[src/rtl/xbus_pkg.sv]
package xbus_pkg;

   // kind of work assigned to one slot, decided at the slot start
   typedef enum logic [2:0] {
      SK_IDLE = 3'd0,
      SK_FINT = 3'd1,
      SK_FEXT = 3'd2,
      SK_DRD  = 3'd3,
      SK_DWR  = 3'd4
   } slot_kind_t;

   function automatic logic is_data(input slot_kind_t k);
      return (k == SK_DRD) || (k == SK_DWR);
   endfunction

endpackage

[src/rtl/xbus_timebase.sv]
module xbus_timebase #(
   parameter int NORM_CLKS = 6,
   parameter int FAST_CLKS = 3,
   parameter int PH_W      = $clog2(NORM_CLKS)
) (
   input  logic            clk,
   input  logic            rst,
   input  logic            fast_mode,
   output logic [PH_W-1:0] ph,
   output logic            half,
   output logic [PH_W-1:0] last,
   output logic            live,
   output logic            load,
   output logic            nxt_half
);

   localparam logic [PH_W-1:0] NORM_LAST = PH_W'(NORM_CLKS - 1);
   localparam logic [PH_W-1:0] FAST_LAST = PH_W'(FAST_CLKS - 1);

   generate
      if (FAST_CLKS < 3) begin : g_bad_fast
         $error("xbus_timebase: FAST_CLKS must be at least 3");
      end
      if (NORM_CLKS < FAST_CLKS) begin : g_bad_norm
         $error("xbus_timebase: NORM_CLKS must not be below FAST_CLKS");
      end
   endgenerate

   logic fast_q;

   always_comb begin
      last     = fast_q ? FAST_LAST : NORM_LAST;
      load     = !live || (ph == last);
      nxt_half = live ? ~half : 1'b0;
   end

   always_ff @(posedge clk) begin
      if (rst) begin
         live   <= 1'b0;
         ph     <= '0;
         half   <= 1'b0;
         fast_q <= 1'b0;
      end else begin
         live <= 1'b1;
         if (load) begin
            ph     <= '0;
            half   <= nxt_half;
            fast_q <= fast_mode;
         end else begin
            ph <= ph + PH_W'(1);
         end
      end
   end

endmodule

[src/rtl/xbus_slot_ctl.sv]
module xbus_slot_ctl
   import xbus_pkg::*;
#(
   parameter int ADDR_W  = 16,
   parameter int DATA_W  = 8,
   parameter int HI_W    = ADDR_W - DATA_W,
   parameter int INT_TOP = 'h1FFF
) (
   input  logic              clk,
   input  logic              rst,
   input  logic              load,
   input  logic              nxt_half,
   input  logic              int_code_en,
   input  logic              ie_lock,
   input  logic              fetch_req,
   input  logic [ADDR_W-1:0] fetch_pc,
   input  logic              dreq,
   input  logic              dwide,
   input  logic              dwr,
   input  logic [ADDR_W-1:0] daddr,
   input  logic [DATA_W-1:0] dwdata,
   input  logic [HI_W-1:0]   p2_val,
   output slot_kind_t        kind_q,
   output logic [ADDR_W-1:0] addr_q,
   output logic [DATA_W-1:0] wdat_q,
   output logic [HI_W-1:0]   hi_q
);

   generate
      if (ADDR_W != DATA_W + HI_W) begin : g_bad_split
         $error("xbus_slot_ctl: ADDR_W must equal DATA_W + HI_W");
      end
   endgenerate

   // internal code range: either the whole space or a compare against the top
   logic in_int;
   generate
      if (INT_TOP >= (2 ** ADDR_W) - 1) begin : g_all_int
         assign in_int = 1'b1;
      end else begin : g_cmp
         assign in_int = (fetch_pc <= ADDR_W'(INT_TOP));
      end
   endgenerate

   // enable value frozen while reset is applied
   logic ea_hold;
   logic ea_eff;

   always_ff @(posedge clk) begin
      if (rst) ea_hold <= int_code_en;
   end

   assign ea_eff = ie_lock ? ea_hold : int_code_en;

   slot_kind_t        nk;
   logic [ADDR_W-1:0] n_addr;
   logic [DATA_W-1:0] n_wd;
   logic [HI_W-1:0]   n_hi;

   always_comb begin
      nk     = kind_q;
      n_addr = addr_q;
      n_wd   = wdat_q;
      n_hi   = hi_q;
      if (load) begin
         if (!nxt_half && dreq) begin
            nk     = dwr ? SK_DWR : SK_DRD;
            n_addr = daddr;
            n_wd   = dwdata;
            n_hi   = dwide ? daddr[ADDR_W-1:DATA_W] : p2_val;
         end else if (!(nxt_half && is_data(kind_q))) begin
            if (fetch_req) begin
               n_addr = fetch_pc;
               if (ea_eff && in_int) begin
                  nk   = SK_FINT;
                  n_hi = p2_val;
               end else begin
                  nk   = SK_FEXT;
                  n_hi = fetch_pc[ADDR_W-1:DATA_W];
               end
            end else begin
               nk   = SK_IDLE;
               n_hi = p2_val;
            end
         end
      end
   end

   always_ff @(posedge clk) begin
      if (rst) begin
         kind_q <= SK_IDLE;
         addr_q <= '0;
         wdat_q <= '0;
         hi_q   <= '0;
      end else begin
         kind_q <= nk;
         addr_q <= n_addr;
         wdat_q <= n_wd;
         hi_q   <= n_hi;
      end
   end

endmodule

[src/rtl/xbus_strobe_dec.sv]
module xbus_strobe_dec
   import xbus_pkg::*;
#(
   parameter int DATA_W = 8,
   parameter int HI_W   = 8,
   parameter int PH_W   = 3
) (
   input  logic              clk,
   input  logic              rst,
   input  logic              live,
   input  logic [PH_W-1:0]   ph,
   input  logic              half,
   input  logic [PH_W-1:0]   last,
   input  slot_kind_t        kind,
   input  logic [DATA_W-1:0] addr_lo,
   input  logic [DATA_W-1:0] wdat,
   input  logic [HI_W-1:0]   hi_in,
   input  logic              stb_quiet,
   input  logic [DATA_W-1:0] ad_in,
   output logic              addr_stb,
   output logic              prog_rd_n,
   output logic              dat_rd_n,
   output logic              dat_wr_n,
   output logic [DATA_W-1:0] ad_out,
   output logic              ad_oe,
   output logic [HI_W-1:0]   a_hi,
   output logic [DATA_W-1:0] cap_byte,
   output logic              cap_vld,
   output logic              dat_done
);

   logic [PH_W-1:0] pen;
   logic            first_ph;
   logic            data_k;
   logic            ext_slot;
   logic            dstb;

   always_comb begin
      pen      = last - PH_W'(1);
      first_ph = (ph == '0);
      data_k   = is_data(kind);
      ext_slot = (kind == SK_FEXT) || (data_k && !half);
      // data strobe spans half 0 phase 1 through half 1 phase P-2
      dstb     = data_k && !(!half && first_ph) && !(half && ph == last);

      addr_stb  = live && first_ph && !(data_k && half) && (ext_slot || !stb_quiet);
      prog_rd_n = !(live && kind == SK_FEXT && !first_ph && ph != last);
      dat_rd_n  = !(live && dstb && kind == SK_DRD);
      dat_wr_n  = !(live && dstb && kind == SK_DWR);

      ad_oe  = live && ((first_ph && ext_slot) || kind == SK_DWR);
      ad_out = (kind == SK_DWR && !(!half && first_ph)) ? wdat : addr_lo;
      a_hi   = hi_in;
   end

   always_ff @(posedge clk) begin
      if (rst) begin
         cap_byte <= '0;
         cap_vld  <= 1'b0;
         dat_done <= 1'b0;
      end else begin
         cap_vld  <= 1'b0;
         dat_done <= 1'b0;
         if (live && kind == SK_FEXT && ph == pen) begin
            cap_byte <= ad_in;
            cap_vld  <= 1'b1;
         end
         if (live && data_k && half && ph == pen) begin
            dat_done <= 1'b1;
            if (kind == SK_DRD) begin
               cap_byte <= ad_in;
               cap_vld  <= 1'b1;
            end
         end
      end
   end

endmodule

[src/rtl/xbus_sequencer.sv]
module xbus_sequencer
   import xbus_pkg::*;
#(
   parameter int ADDR_W    = 16,
   parameter int DATA_W    = 8,
   parameter int NORM_CLKS = 6,
   parameter int FAST_CLKS = 3,
   parameter int INT_TOP   = 'h1FFF
) (
   input  logic                     clk,
   input  logic                     rst,
   input  logic                     fast_mode,
   input  logic                     stb_quiet,
   input  logic                     int_code_en,
   input  logic                     ie_lock,
   input  logic                     fetch_req,
   input  logic [ADDR_W-1:0]        fetch_pc,
   input  logic                     dreq,
   input  logic                     dwide,
   input  logic                     dwr,
   input  logic [ADDR_W-1:0]        daddr,
   input  logic [DATA_W-1:0]        dwdata,
   input  logic [ADDR_W-DATA_W-1:0] p2_val,
   input  logic [DATA_W-1:0]        ad_in,
   output logic                     addr_stb,
   output logic                     prog_rd_n,
   output logic                     dat_rd_n,
   output logic                     dat_wr_n,
   output logic [DATA_W-1:0]        ad_out,
   output logic                     ad_oe,
   output logic [ADDR_W-DATA_W-1:0] a_hi,
   output logic [DATA_W-1:0]        cap_byte,
   output logic                     cap_vld,
   output logic                     dat_done
);

   localparam int HI_W = ADDR_W - DATA_W;
   localparam int PH_W = $clog2(NORM_CLKS);

   logic [PH_W-1:0]   ph;
   logic [PH_W-1:0]   last;
   logic              half;
   logic              live;
   logic              load;
   logic              nxt_half;
   slot_kind_t        kind_q;
   logic [ADDR_W-1:0] addr_q;
   logic [DATA_W-1:0] wdat_q;
   logic [HI_W-1:0]   hi_q;

   xbus_timebase #(
      .NORM_CLKS (NORM_CLKS),
      .FAST_CLKS (FAST_CLKS),
      .PH_W      (PH_W)
   ) u_tb (
      .clk       (clk),
      .rst       (rst),
      .fast_mode (fast_mode),
      .ph        (ph),
      .half      (half),
      .last      (last),
      .live      (live),
      .load      (load),
      .nxt_half  (nxt_half)
   );

   xbus_slot_ctl #(
      .ADDR_W  (ADDR_W),
      .DATA_W  (DATA_W),
      .HI_W    (HI_W),
      .INT_TOP (INT_TOP)
   ) u_ctl (
      .clk         (clk),
      .rst         (rst),
      .load        (load),
      .nxt_half    (nxt_half),
      .int_code_en (int_code_en),
      .ie_lock     (ie_lock),
      .fetch_req   (fetch_req),
      .fetch_pc    (fetch_pc),
      .dreq        (dreq),
      .dwide       (dwide),
      .dwr         (dwr),
      .daddr       (daddr),
      .dwdata      (dwdata),
      .p2_val      (p2_val),
      .kind_q      (kind_q),
      .addr_q      (addr_q),
      .wdat_q      (wdat_q),
      .hi_q        (hi_q)
   );

   xbus_strobe_dec #(
      .DATA_W (DATA_W),
      .HI_W   (HI_W),
      .PH_W   (PH_W)
   ) u_dec (
      .clk       (clk),
      .rst       (rst),
      .live      (live),
      .ph        (ph),
      .half      (half),
      .last      (last),
      .kind      (kind_q),
      .addr_lo   (addr_q[DATA_W-1:0]),
      .wdat      (wdat_q),
      .hi_in     (hi_q),
      .stb_quiet (stb_quiet),
      .ad_in     (ad_in),
      .addr_stb  (addr_stb),
      .prog_rd_n (prog_rd_n),
      .dat_rd_n  (dat_rd_n),
      .dat_wr_n  (dat_wr_n),
      .ad_out    (ad_out),
      .ad_oe     (ad_oe),
      .a_hi      (a_hi),
      .cap_byte  (cap_byte),
      .cap_vld   (cap_vld),
      .dat_done  (dat_done)
   );

endmodule

[config.mk]
export PLATFORM = sky130hd
export DESIGN_NAME = xbus_sequencer
export DESIGN_NICKNAME = d
export VERILOG_FILES = /design/src/rtl/xbus_pkg.sv /design/src/rtl/xbus_timebase.sv /design/src/rtl/xbus_slot_ctl.sv /design/src/rtl/xbus_strobe_dec.sv /design/src/rtl/xbus_sequencer.sv
export SDC_FILE = /design/constraint.sdc
export NUM_CORES = 1
export LEC_CHECK = 0
export ABC_AREA = 1
export BUFFER_PORTS_ARGS = -buffer_cell sky130_fd_sc_hd__clkbuf_2
export CORE_UTILIZATION = 45
export DETAILED_ROUTE_END_ITERATION = 7
export GPL_TIMING_DRIVEN = 0
export PLACE_DENSITY = 0.75
export SLEW_MARGIN = 0
export SYNTH_ARGS = -nofsm -noshare
export SYNTH_HDL_FRONTEND = slang
export SYNTH_SLANG_ARGS = --single-unit
[constraint.sdc]
create_clock -name clk -period 3.75 [get_ports clk]
set_input_delay 0.75 -clock clk [delete_from_list [all_inputs] [get_ports clk]]
set_output_delay 0.75 -clock clk [all_outputs]
set_load 0.01 [all_outputs]
# After elaboration in Yosys (flattened, before gate mapping)
# Cells that the tools add are included.
dict set report word_totals {
  regBits 44
  inputBits 66
  out_inout_bits 31
}
dict set report classes {
  addsub 2
  n_lt_le_gt_ge 1
  n_eq_ne 7
  mux 25
  n_bitwise 1
  reduce_logical 47
}
# op count
set op_table {}
lappend op_table {{two-way mux 8 bit} 12}
lappend op_table {{logical AND 1 bit} 25}
lappend op_table {{<= comparator 16 x 13 -> 1 bit, second input constant} 1}
lappend op_table {{two-way mux 3 bit} 4}
lappend op_table {{logical NOT 1 bit} 11}
lappend op_table {{two-way mux 1 bit} 7}
lappend op_table {{equality test 3 x 2 -> 1 bit, second input constant} 2}
lappend op_table {{equality test 3 bit} 2}
lappend op_table {{logical OR 1 bit} 5}
lappend op_table {{two-way mux 2 bit} 2}
lappend op_table {{AND reduction 2 bit} 2}
lappend op_table {{adder 3 x 1 -> 3 bit, second input constant} 1}
lappend op_table {{equality test 3 bit, second input constant} 1}
lappend op_table {{logical NOT 3 bit} 1}
lappend op_table {{inequality test 3 bit} 1}
lappend op_table {{AND reduction 3 bit} 1}
lappend op_table {{subtractor 3 x 1 -> 3 bit, second input constant} 1}
lappend op_table {{inequality test 2 x 1 -> 1 bit, second input constant} 1}
lappend op_table {{nonzero test 2 bit} 1}
lappend op_table {{OR reduction 2 bit} 1}
lappend op_table {{inverter 1 bit} 1}

# Longest topological paths before layout
dict set report depth {
  word_depth 8
  ltp_mapped 11
  depth_no_buf 10
}

# Modules after synthesis
# A second synthesis with hierarchy kept.
dict set report unflattened {
  cells_unflattened 446
  hier_area_um2 3096.7
}
# mod instances cells_per_inst area_each_um2 seq_area_each_um2
set by_module_without_submodules {}
lappend by_module_without_submodules {xbus_slot_ctl 1 297 1904.3 730.7}
lappend by_module_without_submodules {xbus_strobe_dec 1 110 905.9 200.2}
lappend by_module_without_submodules {xbus_timebase 1 39 286.5 120.1}

# Least setup slack after synthesis
# No wires, ideal clock.
dict set report synth_path {
  path_type {register -> output}
  from {reg u_tb.ph[0]}
  to {out ad_out[0]}
  arrival_ps 1316
  t_required_ps 3000
  slack_ps 1684
  stages_incl_launch_ff 9
  path_buffers 0
  cell_sequence {dfxtp_1 > inv_1 > ha_1 > nand2_1 > nor2_1 > nor2_2 > inv_1 > nand2_1 > nand2_1}
}
dict set report synth_between {
  elab_chain_len 5
}
# element line
set synth_rtl {}
lappend synth_rtl {{start: declaration} xbus_timebase.sv:9} ;# output logic [PH_W-1:0] ph,
lappend synth_rtl {{start signal: assignment} xbus_timebase.sv:50} ;# ph <= ph + PH_W'(1);
lappend synth_rtl {{logical NOT 3 bit} xbus_strobe_dec.sv:40} ;# first_ph = (ph == '0);
lappend synth_rtl {{logical AND 1 bit} xbus_strobe_dec.sv:52} ;# ad_out = (kind == SK_DWR && !(!half && first_ph)) ? wdat : addr_lo;
lappend synth_rtl {{logical NOT 1 bit} xbus_strobe_dec.sv:52}
lappend synth_rtl {{logical AND 1 bit} xbus_strobe_dec.sv:52}
lappend synth_rtl {{two-way mux 8 bit} xbus_strobe_dec.sv:52}
lappend synth_rtl {{end: declaration} xbus_sequencer.sv:29} ;# output logic [DATA_W-1:0] ad_out,
# Every way passes these cells.

# Final worst setup path
dict set report layout_path {
  from {reg u_tb.ph[0]}
  to {out ad_out[1]}
}
# Same word-level chain as after synthesis.

==> metrics <==
status finished clean; largest family of logic cells by synthesized area simple AND/OR/NAND/NOR gates; Post-Synthesis Cells between 400 and 500; Routed wire per std cell approximately 10 um; Critical Path Start Type register; vias in the first global route 2,311; complex-gate fraction of the synthesized area under 10%; H-tree lvl count 2; adder-cell share of the synthesized area under 10%; Setup Viol. Count Final 0; Rel. slew slack 68.8%; Worst Path Buf+Inv 3; Initial Util between 40% and 50%; Clock Sinks 44; Clock transition at path regs 80 ps; first-pass GRT wire length slightly above 10 mm; arrival time worst endpoint between 2000 and 2500 ps; largest net degree at the start of global routing 15; ordered list of cells on the worst path inv_1 > ha_1 > nand2_1 > nor2_1 > nor2_2 > inv_1 > nand2_1 > nand2_1 > clkbuf_2; hold buffers post-CTS 0; total core area ~5200 um^2; fmax 0.359 GHz; Worst EP required 3000 ps; CTS max path bufs 2; Worst Tran Pin Value 467 ps; Crit path top cell by count nand2_1; DR iter-0 viols between 100 and 150; Cell Area, Synth roughly 2500 um^2; chip width approximately 76 um; Static Leak between 1.5 and 2 nW; Die Span Y around 76 um; clk_skew about 11 ps; diode count 0; Post-CTS Resized 0; Cell Pwr Density around 380 nW/um^2; unrepaired setup endpoints after global routing no; drt via density 4.57; critical path's top delay family simple AND/OR/NAND/NOR gates; initial antenna violation count 0; Unique masters post-synth 24; TritonCTS buffer count 5; CTS tree done; type of destination of the critical path output port; Synthesized Nets approximately 480; total grt overflow 0; Total GRT Usage between 20% and 30%; total number of vias ~2,700; critical path class register to output port; Die Area 5780 um^2; post-synthesis mux area share 0%; Simple-Gate Fraction of Synth Area 40.4%; minimum clock period around 2800 ps; Max Cap Viol 0; dpl hpwl between 4 and 5 mm; Residual DRC 0; sequential share of the synthesized area about 36%; Reg area slightly below 900 um^2; footprint of the multi-input gates roughly 1300 um^2; DRT Wirelength approximately 6 mm; Max stage delay cell, worst path dfxtp_1; synthesized flop and latch total between 40 and 50; gp weighted congestion roughly 0.83; final hold vios 0; peak supply drop between 0.00015 and 0.0002 V; post-CTS setup buffer count 0; nets@finish between 500 and 600; layout filler cell count around 530; CTS Root Cell clkbuf_8; syn_area_per_cell around 6 um^2; Post-Synth XOR/XNOR Area less than 1%; Slowest Stage Delay on Critical Path around 380 ps; hold crit path type register to register; total negative setup slack 0 ps; Routed Antenna Nets 0; port bufs 95; Rows 26; DR pass1 iterations 5; CP Max Fanout 10; Skew-Pair Late Insertion Delay roughly 300 ps; Place WS between 1000 and 1500 ps; Final Max Tran Viols 0; post-route clock period utilization 74.3%; final worst slack 962 ps; P&R area growth vs syn 28.2%; Ports 97; synth warn 0; share of post-route cells with drive strength above 1 23.4%
[state kept, by name, indices dropped and copies added, names as in the netlist, 3 cells and up]
name	count
u_tb.ph	3
u_dec.cap_byte	8
u_ctl.hi_q	8
u_ctl.kind_q	3
u_ctl.wdat_q	8
u_ctl.addr_q	8
[placed cells by master (no fill, tap or decap)]
master | Yosys | layout
buf_1 | 1 | 1
nor3_1 | 1 | 1
nand2_2 | 1 | 1
o21ai_4 | 1 | 1
nand3b_1 | 8 | 8
xnor2_1 | 1 | 1
buf_2 | 5 | 5
nor2_1 | 85 | 85
or2_2 | 1 | 1
buf_4 | 4 | 4
buf_6 | 1 | 1
ha_1 | 2 | 2
nand3_1 | 22 | 22
dfxtp_1 | 43 | 43
inv_1 | 59 | 59
inv_2 | 4 | 4
clkbuf_1 | 3 | 4
nand2_1 | 129 | 129
edfxtp_1 | 1 | 1
clkbuf_8 | 0 | 5
a21oi_1 | 26 | 26
bufinv_16 | 0 | 2
nor2_2 | 1 | 1
o22ai_1 | 1 | 1
o21ai_0 | 14 | 14
clkbuf_2 | 1 | 96
[cell usage after synthesis]
master | n | area, um^2
clkbuf_1 | 3 | 11.3
nor2_2 | 1 | 6.26
o21ai_4 | 1 | 16.3
buf_1 | 1 | 3.75
or2_2 | 1 | 6.26
inv_1 | 59 | 221
nand3b_1 | 8 | 60.1
o22ai_1 | 1 | 6.26
nand2_2 | 1 | 6.26
buf_6 | 1 | 11.3
dfxtp_1 | 43 | 861
nand2_1 | 129 | 484
a21oi_1 | 26 | 130
clkbuf_2 | 1 | 5.00
inv_2 | 4 | 15.0
ha_1 | 2 | 25.0
buf_4 | 4 | 30.0
nor3_1 | 1 | 5.00
edfxtp_1 | 1 | 30.0
buf_2 | 5 | 25.0
xnor2_1 | 1 | 8.76
nand3_1 | 22 | 110
nor2_1 | 85 | 319
o21ai_0 | 14 | 70.1
[layout make-up]
class / instances / area share [%]
buffer: 15 / 2.73
clock buffer: 6 / 2.29
clock inverter: 2 / 1.90
inverter: 63 / 7.48
multi-input combinational: 293 / 39.6
sequential: 44 / 28.2
tap: 70 / 2.77
timing repair buffer: 95 / 15.0
[where the power goes]
part           leakage (nW)  internal [mW]  switching [mW]
clock network        0.0654          0.266           0.163
registers             0.363          0.499          0.0184
logic                  1.40          0.101           0.139
total                  1.83          0.867           0.320
[logic make-up (layout without fill, tap and decap cells)]
logic type / count (synthesis) / in the layout
buffers and inverters: 78 / 181
adder cells (fa/ha/maj): 2 / 2
flip-flops: 44 / 44
XOR/XNOR: 1 / 1
AO/OA/AOI/OAI: 42 / 42
AND/OR/NAND/NOR: 248 / 248
[stage by stage]
step | instances | area (um^2) | total power, mW | util, % | hold WS [ps]
3_3_place_gp | 580 | 3030 | 0.765 | 58.2 | 444
2_1_floorplan | 415 | 2470 | 0.680 | - | 430
5_1_grt | 588 | 3160 | 1.26 | 60.8 | 517
6_report | 588 | 3160 | 1.19 | 60.8 | 475
4_1_cts | 588 | 3160 | 1.20 | 60.8 | 482
3_5_place_dp | 580 | 3030 | 0.769 | 58.2 | 463
[worst reg2reg max path: stages, from the launching register on]
cell,delay (ps)
dfxtp_1,380
inv_2,90
o21ai_4,300
inv_2,170
nand2_1,290
inv_2,150
nand2_1,90
a21oi_1,50
[final timing paths]
check	cells past startpoint	to	slack (ps)	from
setup / recovery	9	ad_out[1]	960	u_tb.ph[0]$_SDFF_PP0_
hold / removal	1	u_tb.ph[0]$_SDFF_PP0_	470	u_tb.ph[0]$_SDFF_PP0_
setup reg to reg	7	u_ctl.kind_q[2]$_SDFFE_PP0P_	2110	u_tb.live$_DFF_P_
hold reg to reg	1	u_tb.ph[0]$_SDFF_PP0_	470	u_tb.ph[0]$_SDFF_PP0_
[per-layer routing]
layer / vias up / wire [um] / track usage [%]
li1: 1450 / - / -
met1: 1144 / 3010 / 28.5
met2: 91 / 2680 / 35.8
met3: 2 / 404 / 5.51
met4: 0 / 15 / 4.62
met5: - / 0 / 0
No activity file was read; power rests on OpenSTA's default activity.
